`config.mk`:
```
export PLATFORM = sky130hd
export DESIGN_NAME = tourney_pred
export DESIGN_NICKNAME = d
export VERILOG_FILES = /design/src/rtl/tp_pkg.sv /design/src/rtl/tp_ctr_table.sv /design/src/rtl/tp_hist.sv /design/src/rtl/tourney_pred.sv
export SDC_FILE = /design/constraint.sdc
export NUM_CORES = 2
export LEC_CHECK = 0
export CAP_MARGIN = 5
export CORE_UTILIZATION = 30
export CTS_CLUSTER_SIZE = 20
export DETAILED_ROUTE_END_ITERATION = 6
export PLACE_DENSITY = 0.4
export SLEW_MARGIN = 10
export SYNTH_ARGS = -nofsm -noshare
export SYNTH_HDL_FRONTEND = slang
export SYNTH_HIERARCHICAL = 1
export SYNTH_SLANG_ARGS = --single-unit
```
`constraint.sdc`:
```
create_clock -name clk -period 5.15 [get_ports clk]
set_input_delay 0.515 -clock clk [delete_from_list [all_inputs] [get_ports clk]]
set_output_delay 0.515 -clock clk [all_outputs]
set_load 0.01 [all_outputs]
```
`src/rtl/tp_pkg.sv`:
```
package tp_pkg;
  localparam int CTR_W = 2;
  typedef logic [CTR_W-1:0] ctr_t;
  localparam ctr_t CTR_MAX = '1;
  localparam ctr_t CTR_WEAK_NT = ctr_t'(1);

  function automatic ctr_t ctr_step(input ctr_t c, input logic up);
    if (up) return (c == CTR_MAX) ? c : c + ctr_t'(1);
    else    return (c == '0) ? c : c - ctr_t'(1);
  endfunction

  function automatic logic ctr_taken(input ctr_t c);
    return c[CTR_W-1];
  endfunction
endpackage

```
`src/rtl/tp_ctr_table.sv`:
```
module tp_ctr_table
  import tp_pkg::*;
#(
  parameter int IDX_W = 9,
  parameter ctr_t INIT = CTR_WEAK_NT
) (
  input  logic             clk,
  input  logic             rst_n,
  input  logic [IDX_W-1:0] rd_idx,
  output ctr_t             rd_ctr,
  input  logic             wr_en,
  input  logic [IDX_W-1:0] wr_idx,
  input  logic             wr_up
);
  localparam int DEPTH = 1 << IDX_W;
  ctr_t mem_q [DEPTH];

  assign rd_ctr = mem_q[rd_idx];

  always_ff @(posedge clk) begin
    if (!rst_n) begin
      for (int i = 0; i < DEPTH; i++) mem_q[i] <= INIT;
    end else if (wr_en) begin
      mem_q[wr_idx] <= ctr_step(mem_q[wr_idx], wr_up);
    end
  end
endmodule

```
`src/rtl/tp_hist.sv`:
```
module tp_hist #(
  parameter int W = 8
) (
  input  logic         clk,
  input  logic         rst_n,
  input  logic         shift_en,
  input  logic         bit_in,
  output logic [W-1:0] hist
);
  always_ff @(posedge clk) begin
    if (!rst_n)        hist <= '0;
    else if (shift_en) hist <= {hist[W-2:0], bit_in};
  end
endmodule

```
`src/rtl/tourney_pred.sv`:
```
module tourney_pred
  import tp_pkg::*;
#(
  parameter int PC_W  = 32,
  parameter int LOC_W = 9,
  parameter int HIST_W = 8
) (
  input  logic            clk,
  input  logic            rst_n,
  input  logic            lk_valid,
  output logic            lk_ready,
  input  logic [PC_W-1:0] lk_pc,
  output logic            rsp_valid,
  input  logic            rsp_ready,
  output logic            rsp_taken,
  output logic            rsp_loc_taken,
  output logic            rsp_glb_taken,
  input  logic            upd_valid,
  output logic            upd_ready,
  input  logic [PC_W-1:0] upd_pc,
  input  logic            upd_taken,
  input  logic            upd_loc_taken,
  input  logic            upd_glb_taken
);
  localparam int IDX_LO = 2;
  localparam int IDX_HI = IDX_LO + LOC_W - 1;

  logic [LOC_W-1:0]  lk_idx, up_idx;
  logic [HIST_W-1:0] hist_q;
  ctr_t loc_ctr, glb_ctr, sel_ctr;
  logic lk_fire, sel_wr;
  logic loc_bit, glb_bit, fin_bit;

  assign lk_idx    = lk_pc[IDX_HI:IDX_LO];
  assign up_idx    = upd_pc[IDX_HI:IDX_LO];
  assign upd_ready = 1'b1;
  assign lk_ready  = !rsp_valid || rsp_ready;
  assign lk_fire   = lk_valid && lk_ready;
  assign sel_wr    = upd_valid && (upd_loc_taken != upd_glb_taken);

  tp_ctr_table #(.IDX_W(LOC_W), .INIT(CTR_WEAK_NT)) u_loc (
    .clk(clk), .rst_n(rst_n), .rd_idx(lk_idx), .rd_ctr(loc_ctr),
    .wr_en(upd_valid), .wr_idx(up_idx), .wr_up(upd_taken)
  );

  tp_ctr_table #(.IDX_W(HIST_W), .INIT(CTR_WEAK_NT)) u_glb (
    .clk(clk), .rst_n(rst_n), .rd_idx(hist_q), .rd_ctr(glb_ctr),
    .wr_en(upd_valid), .wr_idx(hist_q), .wr_up(upd_taken)
  );

  tp_ctr_table #(.IDX_W(LOC_W), .INIT(CTR_WEAK_NT)) u_sel (
    .clk(clk), .rst_n(rst_n), .rd_idx(lk_idx), .rd_ctr(sel_ctr),
    .wr_en(sel_wr), .wr_idx(up_idx), .wr_up(upd_glb_taken == upd_taken)
  );

  tp_hist #(.W(HIST_W)) u_hist (
    .clk(clk), .rst_n(rst_n), .shift_en(upd_valid), .bit_in(upd_taken), .hist(hist_q)
  );

  always_comb begin
    loc_bit = ctr_taken(loc_ctr);
    glb_bit = ctr_taken(glb_ctr);
    fin_bit = ctr_taken(sel_ctr) ? glb_bit : loc_bit;
  end

  always_ff @(posedge clk) begin
    if (!rst_n) begin
      rsp_valid     <= 1'b0;
      rsp_taken     <= 1'b0;
      rsp_loc_taken <= 1'b0;
      rsp_glb_taken <= 1'b0;
    end else if (lk_ready) begin
      rsp_valid <= lk_valid;
      if (lk_fire) begin
        rsp_taken     <= fin_bit;
        rsp_loc_taken <= loc_bit;
        rsp_glb_taken <= glb_bit;
      end
    end
  end
endmodule

```
== Word level (Yosys, flattened, before mapping) ==
Memory sizes are Yosys's and may differ from the RTL's. A register that Yosys moved wholly into a read port is not among the register bits.
Index checks and enable logic that the tools add are counted.

* Equality and inequality tests: 5
* Add/sub/neg operators: 6
* Reductions and logical operators: 11
* Multiplexer cells: 34

{| class="wikitable"
|+ Operator list
! operator !! number
|-
| 2-to-1 mux 2 bit || 18
|-
| 2-to-1 mux 8 bit || 3
|-
| 2-to-1 mux 9 bit || 2
|-
| 2-to-1 mux 1 bit || 11
|-
| adder 2 x 1 -> 2 bit, second input constant || 3
|-
| equality test 2 bit, second input constant || 3
|-
| zero test 2 bit || 3
|-
| OR reduction 2 bit || 3
|-
| subtractor 2 x 1 -> 2 bit, second input constant || 3
|-
| logical AND 1 bit || 2
|-
| AND reduction 2 bit || 1
|-
| equality test 1 bit || 1
|-
| zero test 1 bit || 1
|-
| logical OR 1 bit || 1
|-
| inequality test 1 bit || 1
|}

* Input port bits: 72
* Logic and storage cells: 64
* Bits in writable memories: 2560
* Memories: 3
* Bits in registers: 12
* Output and inout port bits: 6

{| class="wikitable"
|+ Memory list
! memory !! words !! bits a word !! rd ports !! clocked after memory_dff !! wr ports !! line !! source
|-
| u_loc.mem_q || 512 || 2 || 2 || 0 || 512 || tp_ctr_table.sv:16 || <nowiki>ctr_t mem_q [DEPTH];</nowiki>
|-
| u_sel.mem_q || 512 || 2 || 2 || 0 || 512 || tp_ctr_table.sv:16 ||
|-
| u_glb.mem_q || 256 || 2 || 1 || 1 || 256 || tp_ctr_table.sv:16 ||
|}

== Logic depth before layout (Yosys ltp) ==
* Depth in word-level cells: 7
* Mapped depth: 18
* Gate-level depth less buffers: 9

== Cells and area by module ==
The synthesis kept the hierarchy.

{| class="wikitable"
|+ Modules (own cells, without submodules)
! module !! seq. area each (um^2) !! cells each !! times used !! area an instance (um^2)
|-
| tp_ctr_table at u_loc ... || 30749.5 || 4454 || 2 || 57868.0
|-
| tp_ctr_table at u_glb || 15374.7 || 2485 || 1 || 30153.9
|-
| tp_hist || 160.2 || 25 || 1 || 301.5
|-
| tourney_pred || 80.1 || 23 || 1 || 207.7
|}

== Worst setup path before layout ==
No wires, ideal clock.

* Path type: input to register
* Start point: in lk_pc[2]
* End point: reg rsp_taken
* Cell stages on the path: 12
* Setup slack: 1316 ps
* Library setup time: 79 ps
* Required time: 5071 ps
* Buffers on the path: 3
* Arrival time: 3754 ps
* Cell sequence: clkbuf_1 clkbuf_1 buf_1 mux4_2 mux4_2 mux4_2 nand3_1 nand2_1 nor3_1 a21oi_1 mux2i_1 a211oi_2

* Longest elaborated chain between the ends: 2
* Elaborated cells between the ends (all ways): 3
* Classes of those cells: 1 x mux; 2 x memory

{| class="wikitable"
|+ Ends and longest elaborated chain
! what !! line !! source
|-
| from (decl) || tourney_pred.sv:12 || <nowiki>input logic [PC_W-1:0] lk_pc,</nowiki>
|-
| memory read (512 x 2 bit) || - ||
|-
| net sel_ctr[1] || tourney_pred.sv:30 || <nowiki>ctr_t loc_ctr, glb_ctr, sel_ctr;</nowiki>
|-
| 2-to-1 mux 1 bit || tourney_pred.sv:63 || <nowiki>fin_bit = ctr_taken(sel_ctr) ? glb_bit : loc_bit;</nowiki>
|-
| to (signal assigned) || tourney_pred.sv:75 || <nowiki>rsp_taken <= fin_bit;</nowiki>
|-
| to (decl) || tourney_pred.sv:15 || <nowiki>output logic rsp_taken,</nowiki>
|}

The timed path passes the listed nets, and every way through them passes these cells.
A chain may end at the register's enable or synchronous reset.

==> impl_metrics.py <==
metrics = {
    "routing": {
        "wire_per_inst_um": 34.5,
        "drc": 0,
        "wl_mm": 580,
        "ant_nets": 0,
        "drt-initial-drc-count": 11300,
        "vias": 101000,
        "drt-vias-per-instance": 6.03,
        "drtPass1Iterations": 7,
    },
    "worst_setup_path": {
        "crit_type": "reg -> reg",
        "critPathArrivalTime_ns": 5.48,
        "cp-start-kind": "flop",
        "cp-end-kind": "flop",
        "critPathRequiredTime_ns": 5.94,
        "path_max_fanout": 83,
    },
    "clock_tree": {
        "clockRootBuffer": "clkbuf_16",
        "htreeDepth": 5,
        "clock-sinks": 2572,
        "clk_path_buf_depth": 4,
        "hold_buffers": 1,
        "cts.reportedPaths.clkPinSlew_ns": 0.06,
        "postCtsResizedCells": 0,
        "post_cts_buffers": 0,
        "cts_made_buffers": 321,
        "cts_tree": "built",
        "clk_latency_ns": 0.98,
    },
    "placed_design": {
        "io_buffers": 30,
        "gp_congestion": 0.869,
        "postPlaceCellArea_um2": 146000,
        "dp_hpwl_mm": 368,
    },
    "sta": {
        "min_period_ns": 4.69,
        "setup_viol": 0,
        "period_share_pct": 91.1,
        "hold_slack_ns": 0.244,
        "setup-tns-final_ns": 0,
        "slew_headroom_pct": 7.20,
        "hold_viol": 0,
        "max_freq_mhz": 213,
        "rsz0062_at_grt": "false",
        "drv_slew": 0,
        "skew_ns": 0.0920,
        "worst_pin_slew_ns": 1.39,
    },
    "power_and_ir_drop": {
        "p_per_area_nw_per_um2": 335,
        "vdd_drop_max_v": 0.000264,
        "leakage_nw": 45.4,
    },
    "die": {
        "rows": 247,
        "core_um2": 453000,
        "die_h_um": 677,
        "start_util_pct": 30.2,
        "die_w_um": 677,
        "io-pin-count": 78,
        "die_area_um2": 459000,
    },
    "logic_synthesis": {
        "yosysWarningCount": 6,
        "syn_avg_cell_area_um2": 12.4,
        "synthCells": 11000,
        "synth_fp_nets": 11100,
        "syn_area_um2": 137000,
    },
    "global_routing": {
        "grt_use_total_pct": 24.5,
        "overflow": 0,
        "grt_pass1_vias": 100000,
        "antenna_found_initial": 21,
        "grt_max_degree": 212,
        "grt_pass1_wl_mm": 806,
    },
    "layout": {
        "finalInstanceArea_um2": 157000,
        "drive_gt1_share_pct": 21.0,
        "area_delta_synth_final_pct": 14.4,
        "fillers": 44200,
        "final_cell_mix": "edfxtp_1 (2560), nor3_1 (1304), o21ai_0 (1283), nand3_1 (1232), mux4_2 (803)",
        "final_common_cell": "edfxtp_1",
        "finalNetCount": 10600,
    },
    "min_path": {
        "min_path_type": "in -> reg",
    },
    "run_status": {
        "status": "completed",
    },
    "flow_run": {
        "cap_violations": 0,
    },
}
==> sequential cells by signal (all words and copies together), names as in the netlist <==
register,count
u_hist/hist,8
u_sel/mem_q,1024
rsp_glb_taken,1
rsp_valid,1
u_loc/mem_q,1024
rsp_loc_taken,1
rsp_taken,1
u_glb/mem_q,512
==> cell type report <==
| cell class | instances | area (um^2) | area share [%] |
|---|---|---|---|
| Sequential cell | 2572 | 77100 | 49.3 |
| Multi-Input combinational cell | 6779 | 52700 | 33.7 |
| Timing Repair Buffer | 864 | 8950 | 5.72 |
| Clock buffer | 399 | 8460 | 5.41 |
| Tap cell | 5976 | 7480 | 4.78 |
| Clock inverter | 185 | 1680 | 1.07 |
| Inverter | 14 | 55.1 | 0.0352 |
| Antenna cell | 11 | 27.5 | 0.0176 |
==> worst paths after layout <==
kind	from	endpoint	slack [ns]	cells after the start
worst max-delay path	u_hist/hist[1]$_SDFFE_PN0P_	u_glb/mem_q[36][0]$_SDFFCE_PN1P_	0.46	10
worst min-delay path	lk_valid	rsp_valid$_SDFFE_PN0P_	0.24	3
worst max register to register	u_hist/hist[1]$_SDFFE_PN0P_	u_glb/mem_q[36][0]$_SDFFCE_PN1P_	0.46	10
worst min register to register	rsp_glb_taken$_SDFFE_PN0P_	rsp_glb_taken$_SDFFE_PN0P_	0.47	2
==> power by group <==
part | internal, mW | switching [mW]
clock | 12.8 | 9.56
combinational | 2.11 | 4.30
sequential | 23.5 | 0.256
total | 38.3 | 14.1
==> per-stage QoR <==
step / instances / utilization [%] / total power [mW] / worst slack, ns
after detailed placement: 16200 / 32.3 / 30.5 / 0.0388
after CTS: 16800 / 34.5 / 52.8 / 0.585
after floorplan: 11000 / - / 27.8 / 1.35
after global placement: 16200 / 32.3 / 30.4 / -0.0494
after global routing: 16800 / 34.5 / 53.9 / 0.323
final: 16800 / 34.5 / 52.4 / 0.460
==> worst max-delay path: stages, from the launching register on <==
cell and delay (ns):
dfxtp_4 0.82, buf_12 0.34, mux4_2 0.55, mux2_2 0.35, o22ai_1 0.34, nor4_1 0.15, a2111oi_2 0.44, nand3_1 0.35
maj3_4 0.58, buf_12 0.25, nand4_1 0.20
==> metal layers <==
metal	wire, um	part of all wire [%]	up-vias	global-route usage, %
li1	-	-	42000	-
met1	238000	41	53500	32.6
met2	276000	48	4737	40.4
met3	39700	6.8	987	3.28
met4	26800	4.6	4	9.97
met5	22	0.0038	-	0
Note: power is estimated with default switching activity, not from simulation.
